===== config.mk =====
export PLATFORM = sky130hd
export DESIGN_NAME = sbus_frame_decoder
export DESIGN_NICKNAME = d
export VERILOG_FILES = /design/src/rtl/sbus_pkg.sv /design/src/rtl/sbus_ctrl.sv /design/src/rtl/sbus_dp.sv /design/src/rtl/sbus_frame_decoder.sv
export SDC_FILE = /design/constraint.sdc
export NUM_CORES = 1
export LEC_CHECK = 0
export ABC_AREA = 0
export BUFFER_PORTS_ARGS = -buffer_cell sky130_fd_sc_hd__buf_2
export CAP_MARGIN = 20
export CORE_MARGIN = 5
export CORE_UTILIZATION = 45
export CTS_BUF_LIST = sky130_fd_sc_hd__clkbuf_8
export CTS_CLUSTER_DIAMETER = 80
export DETAILED_ROUTE_END_ITERATION = 12
export GPL_TIMING_DRIVEN = 0
export HOLD_SLACK_MARGIN = 0.03
export PLACE_DENSITY = 0.74
export SKIP_CTS_REPAIR_TIMING = 1
export SLEW_MARGIN = 20
export SYNTH_ARGS = -nofsm -noshare
export SYNTH_HDL_FRONTEND = slang
export SYNTH_SLANG_ARGS = --single-unit

===== constraint.sdc =====
create_clock -name clk -period 2.45 [get_ports clk]
set_input_delay 0.245 -clock clk [delete_from_list [all_inputs] [get_ports clk]]
set_output_delay 0.245 -clock clk [all_outputs]
set_load 0.1 [all_outputs]

===== src/rtl/sbus_pkg.sv =====
package sbus_pkg;

  typedef enum logic [2:0] {
    CMD_ABS   = 3'd0,
    CMD_REL   = 3'd1,
    CMD_SAME  = 3'd2,
    CMD_DPOLL = 3'd3,
    CMD_EPOLL = 3'd4,
    CMD_IPOLL = 3'd5,
    CMD_TERM  = 3'd6
  } cmd_e;

  typedef enum logic [1:0] {
    SZ_BYTE = 2'd0,
    SZ_HALF = 2'd1,
    SZ_WORD = 2'd2
  } size_e;

  // strobes from control to datapath, one bit edge at a time
  typedef struct packed {
    logic bitEn;
    logic bitVal;
    logic frameStart;
    logic crcUpd;
    logic shId;
    logic ldDir;
    logic clrDir;
    logic ldSign;
    logic shAddr;
    logic shData;
    logic shCrc;
    logic latch;
  } strb_t;

endpackage


===== src/rtl/sbus_ctrl.sv =====
module sbus_ctrl
  import sbus_pkg::*;
#(
  parameter int ADDR_W     = 21,
  parameter int BREAK_LEN  = 256,
  parameter int TAR_CYCLES = 3
) (
  input  logic       clk,
  input  logic       rst,
  input  logic       busClk,
  input  logic       busDataN,
  input  logic [1:0] rawLow,
  input  logic       rdBit,
  output strb_t      strb,
  output cmd_e       cmdOut,
  output size_e      sizeOut,
  output logic       frameValid,
  output logic       errInvalidCmd,
  output logic       errSize,
  output logic       breakDet,
  output logic       breakLong
);

  localparam int REL_W   = 8;
  localparam int SAME_W  = 2;
  localparam int MAX_LEN = (ADDR_W > 32) ? ADDR_W : 32;
  localparam int CNT_W   = $clog2(MAX_LEN + 1);
  localparam int RUN_W   = $clog2(BREAK_LEN + 2);
  localparam int TAR_W   = $clog2(TAR_CYCLES + 1);

  typedef enum logic [3:0] {
    ST_IDLE, ST_ID, ST_CMD, ST_DIR, ST_SIGN,
    ST_ADDR, ST_SIZE, ST_DATA, ST_CRC, ST_BRK
  } st_e;

  st_e              st;
  logic             busClkQ;
  logic [CNT_W-1:0] cnt;
  logic [CNT_W-1:0] addrLen;
  logic [CNT_W-1:0] dataLen;
  logic [2:0]       code;
  cmd_e             cmdW;
  size_e            sizeW;
  logic [RUN_W-1:0] runCnt;
  logic [TAR_W-1:0] tarCnt;

  logic       bitEn, bitVal, breakHit;
  logic [2:0] codeNxt;
  logic       cmdHit;
  cmd_e       cmdNxt;
  logic       isTerm, szOk;
  size_e      szNxt;

  assign bitEn    = busClk & ~busClkQ;
  assign bitVal   = ~busDataN;
  assign breakHit = bitEn & bitVal & (runCnt == RUN_W'(BREAK_LEN - 1));
  assign codeNxt  = {code[1:0], bitVal};

  // prefix-free command match
  always_comb begin
    cmdHit = 1'b0;
    cmdNxt = CMD_ABS;
    if (cnt == CNT_W'(1) && codeNxt[1:0] == 2'b11) begin
      cmdHit = 1'b1;
      cmdNxt = CMD_SAME;
    end else if (cnt == CNT_W'(2)) begin
      cmdHit = 1'b1;
      case (codeNxt)
        3'b100:  cmdNxt = CMD_ABS;
        3'b101:  cmdNxt = CMD_REL;
        3'b010:  cmdNxt = CMD_DPOLL;
        3'b011:  cmdNxt = CMD_EPOLL;
        3'b001:  cmdNxt = CMD_IPOLL;
        default: cmdHit = 1'b0;
      endcase
    end
  end

  // size bit interpretation; terminate wins over size decode
  always_comb begin
    isTerm = rdBit && rawLow == 2'b11 && bitVal;
    szOk   = 1'b1;
    szNxt  = SZ_BYTE;
    if (bitVal) begin
      if (rawLow == 2'b01)  szNxt = SZ_WORD;
      else if (!rawLow[0])  szNxt = SZ_HALF;
      else                  szOk  = 1'b0;
    end
  end

  always_comb begin
    strb        = '0;
    strb.bitEn  = bitEn;
    strb.bitVal = bitVal;
    if (bitEn && !breakHit) begin
      case (st)
        ST_IDLE: strb.frameStart = bitVal;
        ST_ID:   begin strb.crcUpd = 1'b1; strb.shId   = 1'b1; end
        ST_CMD:  strb.crcUpd = 1'b1;
        ST_DIR:  begin strb.crcUpd = 1'b1; strb.ldDir  = 1'b1; end
        ST_SIGN: begin strb.crcUpd = 1'b1; strb.ldSign = 1'b1; end
        ST_ADDR: begin strb.crcUpd = 1'b1; strb.shAddr = 1'b1; end
        ST_SIZE: begin strb.crcUpd = 1'b1; strb.clrDir = isTerm; end
        ST_DATA: begin strb.crcUpd = 1'b1; strb.shData = 1'b1; end
        ST_CRC:  begin strb.shCrc  = 1'b1; strb.latch  = (cnt == CNT_W'(3)); end
        default: ;
      endcase
    end
  end

  always_ff @(posedge clk) begin
    if (rst) begin
      st            <= ST_IDLE;
      busClkQ       <= 1'b0;
      cnt           <= '0;
      addrLen       <= '0;
      dataLen       <= '0;
      code          <= '0;
      cmdW          <= CMD_ABS;
      sizeW         <= SZ_BYTE;
      cmdOut        <= CMD_ABS;
      sizeOut       <= SZ_BYTE;
      frameValid    <= 1'b0;
      errInvalidCmd <= 1'b0;
      errSize       <= 1'b0;
      breakDet      <= 1'b0;
      breakLong     <= 1'b0;
      runCnt        <= '0;
      tarCnt        <= '0;
    end else begin
      busClkQ       <= busClk;
      frameValid    <= 1'b0;
      errInvalidCmd <= 1'b0;
      errSize       <= 1'b0;
      breakDet      <= 1'b0;
      breakLong     <= 1'b0;
      if (bitEn) begin
        if (bitVal) begin
          if (runCnt <= RUN_W'(BREAK_LEN)) runCnt <= runCnt + RUN_W'(1);
        end else begin
          runCnt <= '0;
          if (runCnt > RUN_W'(BREAK_LEN)) breakLong <= 1'b1;
        end
        if (breakHit) begin
          breakDet <= 1'b1;
          st       <= ST_BRK;
          tarCnt   <= '0;
        end else begin
          case (st)
            ST_IDLE: if (bitVal) begin st <= ST_ID; cnt <= '0; end
            ST_ID: begin
              cnt <= cnt + CNT_W'(1);
              if (cnt == CNT_W'(1)) begin st <= ST_CMD; cnt <= '0; code <= '0; end
            end
            ST_CMD: begin
              code <= codeNxt;
              cnt  <= cnt + CNT_W'(1);
              if (cmdHit) begin
                cmdW  <= cmdNxt;
                sizeW <= SZ_BYTE;
                cnt   <= '0;
                case (cmdNxt)
                  CMD_ABS:  begin addrLen <= CNT_W'(ADDR_W); st <= ST_DIR; end
                  CMD_REL:  begin addrLen <= CNT_W'(REL_W);  st <= ST_DIR; end
                  CMD_SAME: begin addrLen <= CNT_W'(SAME_W); st <= ST_DIR; end
                  default:  st <= ST_CRC;
                endcase
              end else if (cnt == CNT_W'(7)) begin
                errInvalidCmd <= 1'b1;
                st            <= ST_IDLE;
              end
            end
            ST_DIR: begin
              cnt <= '0;
              st  <= (cmdW == CMD_REL) ? ST_SIGN : ST_ADDR;
            end
            ST_SIGN: st <= ST_ADDR;
            ST_ADDR: begin
              cnt <= cnt + CNT_W'(1);
              if (cnt == addrLen - CNT_W'(1)) begin st <= ST_SIZE; cnt <= '0; end
            end
            ST_SIZE: begin
              cnt <= '0;
              if (isTerm) begin
                cmdW <= CMD_TERM;
                st   <= ST_CRC;
              end else if (!szOk) begin
                errSize <= 1'b1;
                st      <= ST_IDLE;
              end else begin
                sizeW <= szNxt;
                case (szNxt)
                  SZ_WORD: dataLen <= CNT_W'(32);
                  SZ_HALF: dataLen <= CNT_W'(16);
                  default: dataLen <= CNT_W'(8);
                endcase
                st <= rdBit ? ST_CRC : ST_DATA;
              end
            end
            ST_DATA: begin
              cnt <= cnt + CNT_W'(1);
              if (cnt == dataLen - CNT_W'(1)) begin st <= ST_CRC; cnt <= '0; end
            end
            ST_CRC: begin
              cnt <= cnt + CNT_W'(1);
              if (cnt == CNT_W'(3)) begin
                frameValid <= 1'b1;
                cmdOut     <= cmdW;
                sizeOut    <= sizeW;
                st         <= ST_IDLE;
              end
            end
            ST_BRK: begin
              if (bitVal) tarCnt <= '0;
              else if (tarCnt == TAR_W'(TAR_CYCLES - 1)) begin st <= ST_IDLE; tarCnt <= '0; end
              else tarCnt <= tarCnt + TAR_W'(1);
            end
            default: st <= ST_IDLE;
          endcase
        end
      end
    end
  end

  a_r10_valid_single: assert property (@(posedge clk) disable iff (rst)
    frameValid |=> !frameValid);
  a_r10_valid_after_edge: assert property (@(posedge clk) disable iff (rst)
    frameValid |-> $past(busClk));
  a_r11_break_single: assert property (@(posedge clk) disable iff (rst)
    breakDet |=> !breakDet);
  a_r11_break_on_high: assert property (@(posedge clk) disable iff (rst)
    breakDet |-> !$past(busDataN));
  a_r12_long_on_low: assert property (@(posedge clk) disable iff (rst)
    breakLong |-> $past(busDataN));
  a_r4_r6_outcome_excl: assert property (@(posedge clk) disable iff (rst)
    $onehot0({frameValid, errInvalidCmd, errSize}));

endmodule


===== src/rtl/sbus_dp.sv =====
module sbus_dp
  import sbus_pkg::*;
#(
  parameter int ADDR_W = 21,
  parameter int DATA_W = 32
) (
  input  logic              clk,
  input  logic              rst,
  input  strb_t             strb,
  output logic [1:0]        rawLow,
  output logic              rdBit,
  output logic [1:0]        targetId,
  output logic              isRead,
  output logic              addrNeg,
  output logic [ADDR_W-1:0] addr,
  output logic [DATA_W-1:0] wdata,
  output logic              crcOk
);

  logic [3:0]        crc;
  logic [1:0]        idW;
  logic              rdW, sgnW;
  logic [ADDR_W-1:0] addrW;
  logic [DATA_W-1:0] dataW;
  logic [2:0]        crcRx;

  function automatic logic [3:0] crcStep(input logic [3:0] c, input logic b);
    logic fb;
    fb = c[3] ^ b;
    return {c[2], c[1] ^ fb, c[0] ^ fb, fb};
  endfunction

  assign rawLow = addrW[1:0];
  assign rdBit  = rdW;

  always_ff @(posedge clk) begin
    if (rst) begin
      crc <= '0; idW <= '0; rdW <= 1'b0; sgnW <= 1'b0;
      addrW <= '0; dataW <= '0; crcRx <= '0;
      targetId <= '0; isRead <= 1'b0; addrNeg <= 1'b0;
      addr <= '0; wdata <= '0; crcOk <= 1'b0;
    end else begin
      if (strb.frameStart) begin
        crc   <= crcStep(4'd0, strb.bitVal);
        addrW <= '0;
        dataW <= '0;
        rdW   <= 1'b0;
        sgnW  <= 1'b0;
      end
      if (strb.crcUpd) crc   <= crcStep(crc, strb.bitVal);
      if (strb.shId)   idW   <= {strb.bitVal, idW[1]};
      if (strb.ldDir)  rdW   <= strb.bitVal;
      if (strb.clrDir) rdW   <= 1'b0;
      if (strb.ldSign) sgnW  <= strb.bitVal;
      if (strb.shAddr) addrW <= {addrW[ADDR_W-2:0], strb.bitVal};
      if (strb.shData) dataW <= {dataW[DATA_W-2:0], strb.bitVal};
      if (strb.shCrc)  crcRx <= {crcRx[1:0], strb.bitVal};
      if (strb.latch) begin
        targetId <= idW;
        isRead   <= rdW;
        addrNeg  <= sgnW;
        addr     <= addrW;
        wdata    <= dataW;
        crcOk    <= ({crcRx, strb.bitVal} == crc);
      end
    end
  end

  a_r9_crc_hold: assert property (@(posedge clk) disable iff (rst)
    !strb.bitEn |=> $stable(crc));
  a_r10_fields_hold: assert property (@(posedge clk) disable iff (rst)
    !strb.latch |=> $stable(addr) && $stable(wdata));

endmodule


===== src/rtl/sbus_frame_decoder.sv =====
module sbus_frame_decoder
  import sbus_pkg::*;
#(
  parameter int ADDR_W     = 21,
  parameter int BREAK_LEN  = 256,
  parameter int TAR_CYCLES = 3
) (
  input  logic              clk,
  input  logic              rst,
  input  logic              busClk,
  input  logic              busDataN,
  output logic              frameValid,
  output logic [2:0]        cmd,
  output logic [1:0]        targetId,
  output logic              isRead,
  output logic              addrNeg,
  output logic [ADDR_W-1:0] addr,
  output logic [1:0]        size,
  output logic [31:0]       wdata,
  output logic              crcOk,
  output logic              errInvalidCmd,
  output logic              errSize,
  output logic              breakDet,
  output logic              breakLong
);

  strb_t      strb;
  cmd_e       cmdOut;
  size_e      sizeOut;
  logic [1:0] rawLow;
  logic       rdBit;

  sbus_ctrl #(
    .ADDR_W(ADDR_W), .BREAK_LEN(BREAK_LEN), .TAR_CYCLES(TAR_CYCLES)
  ) ctrl_i (
    .clk(clk), .rst(rst), .busClk(busClk), .busDataN(busDataN),
    .rawLow(rawLow), .rdBit(rdBit), .strb(strb),
    .cmdOut(cmdOut), .sizeOut(sizeOut), .frameValid(frameValid),
    .errInvalidCmd(errInvalidCmd), .errSize(errSize),
    .breakDet(breakDet), .breakLong(breakLong)
  );

  sbus_dp #(.ADDR_W(ADDR_W), .DATA_W(32)) dp_i (
    .clk(clk), .rst(rst), .strb(strb), .rawLow(rawLow), .rdBit(rdBit),
    .targetId(targetId), .isRead(isRead), .addrNeg(addrNeg),
    .addr(addr), .wdata(wdata), .crcOk(crcOk)
  );

  assign cmd  = cmdOut;
  assign size = sizeOut;

  a_r7_term_not_read: assert property (@(posedge clk) disable iff (rst)
    (frameValid && cmd == 3'd6) |-> (!isRead && wdata == '0));

endmodule


# Yosys cells after proc, flatten, opt, wreduce, memory -nomap -nowiden
# Cells that the tools add are included.
classes:
  add_sub_neg: 5
  n_mul: 0
  div_mod_pow: 0
  magnitude_cmp: 2
  n_eq_ne: 45
  shift: 0
  mux: 75
  bitwise_logic: 14
  reduce_logical: 38
ops:
  columns: ["cell", "n"]
  rows:
  - ["32-bit two-way mux", 2]
  - ["4-bit two-way mux", 16]
  - ["21-bit two-way mux", 2]
  - ["6-bit case mux with 7 select lines", 1]
  - ["4-bit case mux with 10 select lines", 1]
  - ["6-bit two-way mux", 5]
  - ["1-bit two-way mux", 24]
  - ["2-bit two-way mux", 11]
  - ["9-bit two-way mux", 2]
  - ["6-bit case mux with 3 select lines", 1]
  - ["2-bit nonzero test", 9]
  - ["4-bit by 3-bit == test with 1-bit output (second input constant)", 4]
  - ["3-bit by 1-bit inequality test with 1-bit output (second input constant)", 5]
  - ["5-bit AND reduction", 3]
  - ["5-bit OR reduction", 3]
  - ["6-bit by 2-bit == test with 1-bit output (second input constant)", 2]
  - ["6-bit == test", 2]
  - ["3-bit two-way mux", 4]
  - ["3-bit case mux with 4 select lines", 1]
  - ["6-bit case mux with 2 select lines", 1]
  - ["4-bit AND reduction", 3]
  - ["6-bit by 1-bit subtractor with 6-bit output (second input constant)", 2]
  - ["10-bit two-way mux", 1]
  - ["9-bit by 1-bit adder with 9-bit output (second input constant)", 1]
  - ["other kinds (38)", 73]
word_totals:
  ff_bits: 173
  latchBits: 0
  mem_bits_rw: 0
  romBits: 0
  in_bits: 4
  out_inout_bits: 68
  word_cells: 209
  mem_count: 0

# Longest topological paths before layout
depth:
  depth_word: 11
  ltp_mapped: 12
  depth_no_buf: 10

# Hierarchy
# A second synthesis with hierarchy kept.
unflattened:
  hier_cells: 837
  hier_area_um2: 7492.2
by_module_without_submodules:
  columns: ["module", "n_inst", "cells_per_inst", "area_each_um2", "seq_area_each_um2"]
  rows:
  - ["sbus_dp", 1, 482, 4626.9, 2442.3]
  - ["sbus_ctrl", 1, 355, 2865.2, 900.9]

# Least setup slack after synthesis
# No wires, ideal clock.
synth_timing:
  kind: "register -> register"
  start: "register ctrl_i.runCnt[0]"
  end: "register dp_i.crc[0]"
  setup_ns: 0.095
  t_arrival_ns: 2.084
  t_required_ns: 2.355
  slack_ns: 0.270
  stages_incl_launch_ff: 12
  n_path_buf: 2
  period_less_slack_ns: 2.180
  path_cell_list: "dfxtp_1 -> ha_1 -> nand3_1 -> nor2_1 -> ha_1 -> nor2b_1 -> nor2_1 -> and3_1 -> nand2_1 -> buf_2 -> buf_2 -> a221oi_1"
synth_via:
  elab_chain_cells: 6
  elab_cells_between_ends: 7
  cone_classes: "eq/ne: 1; mux: 2; bitwise: 1; reduce/logical: 3"
synth_rtl:
  columns: ["item", "line_no", "rtl"]
  rows:
  - ["start: declaration", "sbus_ctrl.sv:44", "logic [RUN_W-1:0] runCnt;"]
  - ["start signal: assignment", "sbus_ctrl.sv:139", "if (runCnt <= RUN_W'(BREAK_LEN)) runCnt <= runCnt + RUN_W'(1);"]
  - ["9-bit by 8-bit == test with 1-bit output *", "sbus_ctrl.sv:56", "assign breakHit = bitEn & bitVal & (runCnt == RUN_W'(BREAK_LEN - 1));"]
  - ["1-bit AND *", "sbus_ctrl.sv:56", null]
  - ["1-bit zero test *", "sbus_ctrl.sv:95", "if (bitEn && !breakHit) begin"]
  - ["1-bit logical AND *", "sbus_ctrl.sv:95", null]
  - ["10-bit two-way mux *", "sbus_ctrl.sv:95", null]
  - ["4-bit two-way mux / 2-bit nonzero test (equally long branches)", null, null]
  - ["end signal: assignment", "sbus_dp.sv:44", "crc <= crcStep(4'd0, strb.bitVal);"]
  - ["end signal: assignment", "sbus_dp.sv:50", "if (strb.crcUpd) crc <= crcStep(crc, strb.bitVal);"]
  - ["end: declaration", "sbus_dp.sv:20", "logic [3:0] crc;"]
# Every way passes the cells marked *; elsewhere a longest branch is shown, timed or not.
# A chain may end at the register's enable or synchronous reset.

# Worst setup path in the final report
layout_timing:
  start: "register ctrl_i.runCnt[0]"
  end: "register ctrl_i.st[2]"
layout_via:
  elab_chain_cells: 4
  elab_cells_between_ends: 12
  cone_classes: "eq/ne: 9; mux: 1; bitwise: 1; reduce/logical: 1"
layout_rtl:
  columns: ["item", "line_no", "rtl"]
  rows:
  - ["9-bit by 8-bit == test with 1-bit output *", "sbus_ctrl.sv:56", null]
  - ["1-bit AND *", "sbus_ctrl.sv:56", null]
  - ["4-bit by 1-bit inequality test with 1-bit output (no source line) (tied with other cells)", null, null]
  - ["9-bit AND reduction (no source line)", null, null]
  - ["end signal: assignment", "sbus_ctrl.sv:175", "st <= (cmdW == CMD_REL) ? ST_SIGN : ST_ADDR;"]
  - ["end signal: assignment", "sbus_ctrl.sv:197", "st <= rdBit ? ST_CRC : ST_DATA;"]
  - ["end: declaration", "sbus_ctrl.sv:36", "st_e st;"]
# Marks and branches as above.

==> impl_metrics.py <==
metrics = {
    "timing": {
        "setup_tns_ps": 0,
        "hold_violations": 0,
        "finClkSkew_ps": 13.1,
        "fin_hold_ws_ps": 322,
        "relSlewSlack": 0.504,
        "max_freq_mhz": 427,
        "finalCritPeriodShare": 0.956,
        "setup_viol": 0,
        "finalCriticalPeriod_ps": 2340,
        "slew_viol_final": 0,
        "worst_pin_slew_ps": 738,
        "rsz0062_at_grt": "false",
    },
    "floorplan": {
        "std_cell_rows": 46,
        "die_w_um": 136,
        "die_area_sq_um": 18500,
        "start_util": 0.454,
        "die_y_um": 136,
        "num_io_pins": 72,
        "core_area_sq_um": 15800,
    },
    "critical_path": {
        "cp_slowest_cell": "or4_4",
        "cp-endpoint": "ctrl_i.st[2]",
        "timing.rr.start": "ctrl_i.runCnt[0]",
        "crit_arrival_ps": 2760,
        "required_ps": 2860,
        "worstPathCellList": "ha_4 > nand3_1 > nor2_1 > ha_2 > inv_1 > nor3_4 > buf_4 > or4_4 > nor4_1 > a211o_1",
        "start_kind": "register",
        "slowest_delay_ps": 480,
        "cp_num_buf_inv": 2,
        "crit_type": "register to register",
        "r2r_slack_ps": 110,
        "worst_setup_path_end_kind": "register",
        "r2r_cells": 10,
        "cp_top_family": "simple AND/OR/NAND/NOR gates",
        "cp-startpoint": "ctrl_i.runCnt[0]",
        "path_max_fanout": 5,
        "cp.depth": 10,
        "r2r_end": "ctrl_i.st[2]",
    },
    "synth": {
        "synth-main-ff-cell": "dfxtp_1",
        "synth_edf_count": 0,
        "yosysTopAreaCell": "dfxtp_1",
        "synthTopCellsByArea": "dfxtp_1, nand2_1, a21oi_1",
        "netlist.area_leader.share": 0.467,
        "syn_area_per_cell_sq_um": 7.94,
        "netlist_instances": 901,
        "yosys-top-cells-count": "nand2_1, dfxtp_1, a21oi_1",
        "ys_seq_area_frac": 0.467,
        "synth.distinct_cells": 62,
        "synth_nets": 916,
        "yosysWarnings": 0,
        "ys_ff_latch": 167,
        "syn_area_sq_um": 7160,
        "yosysMostFrequentCell": "nand2_1",
        "synthArstFlopShare": 0,
    },
    "clock_network": {
        "clock_path_buffers": 2,
        "clkTransAtPathRegs_ps": 90,
        "cts_max_level": 4,
        "root_buffer": "clkbuf_8",
        "clkSinkCount": 167,
        "cts_tree": "done",
        "cts_made_buffers": 17,
        "insertion_delay_ps": 470,
    },
    "routing": {
        "vias_per_cell": 5.40,
        "num_vias": 6615,
        "wl_mm": 18.8,
        "firstDrtPassIters": 5,
        "post_drt_wl_per_cell_um": 15.3,
        "ant_nets": 0,
        "drtIter0Drc": 583,
        "drcViolationCount": 0,
    },
    "power": {
        "p_total_uw": 5020,
        "ir_worst_vdd_v": 0.000561,
        "p_per_area_nw_per_um2": 601,
        "p_leak_uw": 0.00308,
    },
    "min_path": {
        "whs_path_depth": 3,
        "worstHoldPathType": "input port to register",
    },
    "layout": {
        "fillers": 1569,
        "drive_gt1_frac": 0.161,
        "final_cells": 1225,
        "area_growth_pct": 16.7,
        "nets": 1011,
        "diodes": 0,
    },
    "place": {
        "portBuffers": 70,
        "hpwl_mm": 13.3,
        "gp_congestion": 0.937,
        "dp_cells": 1187,
    },
    "global_route": {
        "overflow": 0,
        "grt_pass1_wl_mm": 30.1,
        "grt_use_total": 0.202,
        "grt_max_degree": 17,
        "grt_pass1_vias": 5997,
        "antenna_found_initial": 0,
    },
    "job": {
        "max-cap-violations": 0,
    },
    "outcome": {
        "status": "finished clean",
    },
}
[cell type report]
type / count / area (sq um) / share of cell area
Multi-Input combinational cell: 653 / 3550 / 0.426
Sequential cell: 167 / 3350 / 0.401
Timing Repair Buffer: 76 / 410 / 0.0491
Buffer: 65 / 327 / 0.0391
Tap cell: 216 / 270 / 0.0324
Clock buffer: 18 / 248 / 0.0297
Clock inverter: 14 / 135 / 0.0162
Inverter: 16 / 60.1 / 0.00719
[cells by family (layout without fill, tap and decap cells)]
| logic type | Yosys count | in the layout | synth area share |
|---|---|---|---|
| AOI/OAI and AO/OA | 207 | 207 | 0.164 |
| xor gates and xnor gates | 23 | 23 | 0.0281 |
| adders and majority gates | 11 | 11 | 0.0192 |
| buffers and inverters | 81 | 189 | 0.0470 |
| DFF | 167 | 167 | 0.467 |
| muxes | 5 | 5 | 0.00699 |
| and+or+nand+nor | 407 | 407 | 0.267 |
[metal layers]
metal / global-route usage / share of wire
met5: 0 / 0
met4: 0.0711 / 0.018
met3: 0.0418 / 0.063
met2: 0.318 / 0.46
met1: 0.275 / 0.46
[cells in the final DEF, fill, tap and decap left out, types with 18 or more instances in the layout]
cell      count
nand2_1     210
dfxtp_1     164
a21oi_1     142
buf_2        80
nand3_1      64
nor2_1       40
clkbuf_1     33
o21ai_0      19
inv_1        18
clkbuf_8     18
[sequential cells by signal, summed over array words and instances, names as in the netlist, 3 cells and up]
register        flops
ctrl_i.cnt          6
ctrl_i.st           4
ctrl_i.runCnt       9
dp_i.crcRx          3
ctrl_i.cmdW         3
dp_i.wdata         32
dp_i.dataW         32
dp_i.crc            4
ctrl_i.cmdOut       3
ctrl_i.dataLen      3
ctrl_i.addrLen      3
dp_i.addr          21
dp_i.addrW         21
[worst min-delay path, cell delays in order]
cell	delay, ps
clkbuf_1	190
nor3_1	210
a211o_1	120
[power by group]
group          total, uW  internal, uW  switching, uW  leakage [uW]
registers           2750          2730           23.0       0.00135
clock network       1940           922           1020      0.000198
logic                323          98.1            224       0.00154
total               5020          3750           1270       0.00308
[worst min-delay path by stage]
stage | slack (ps) | end | from
final | 320 | ctrl_i.st[1] | rst
after CTS | 20 | ctrl_i.busClkQ | busClk
after global placement | 440 | dp_i.wdata[18] | dp_i.wdata[18]
after floorplan | 370 | ctrl_i.busClkQ | busClk
after detailed placement | 440 | dp_i.wdata[26] | dp_i.wdata[26]
after global routing | 330 | ctrl_i.st[1] | rst
[through the flow]
step / instance area (sq um) / util / worst slack (ps)
after floorplan: 7160 / - / 270
after global placement: 7780 / 0.493 / -402
after detailed placement: 7780 / 0.493 / -439
after CTS: 8160 / 0.518 / -471
after global routing: 8350 / 0.530 / 7.85
final: 8350 / 0.530 / 108
Note: power is estimated with default switching activity, not from simulation.
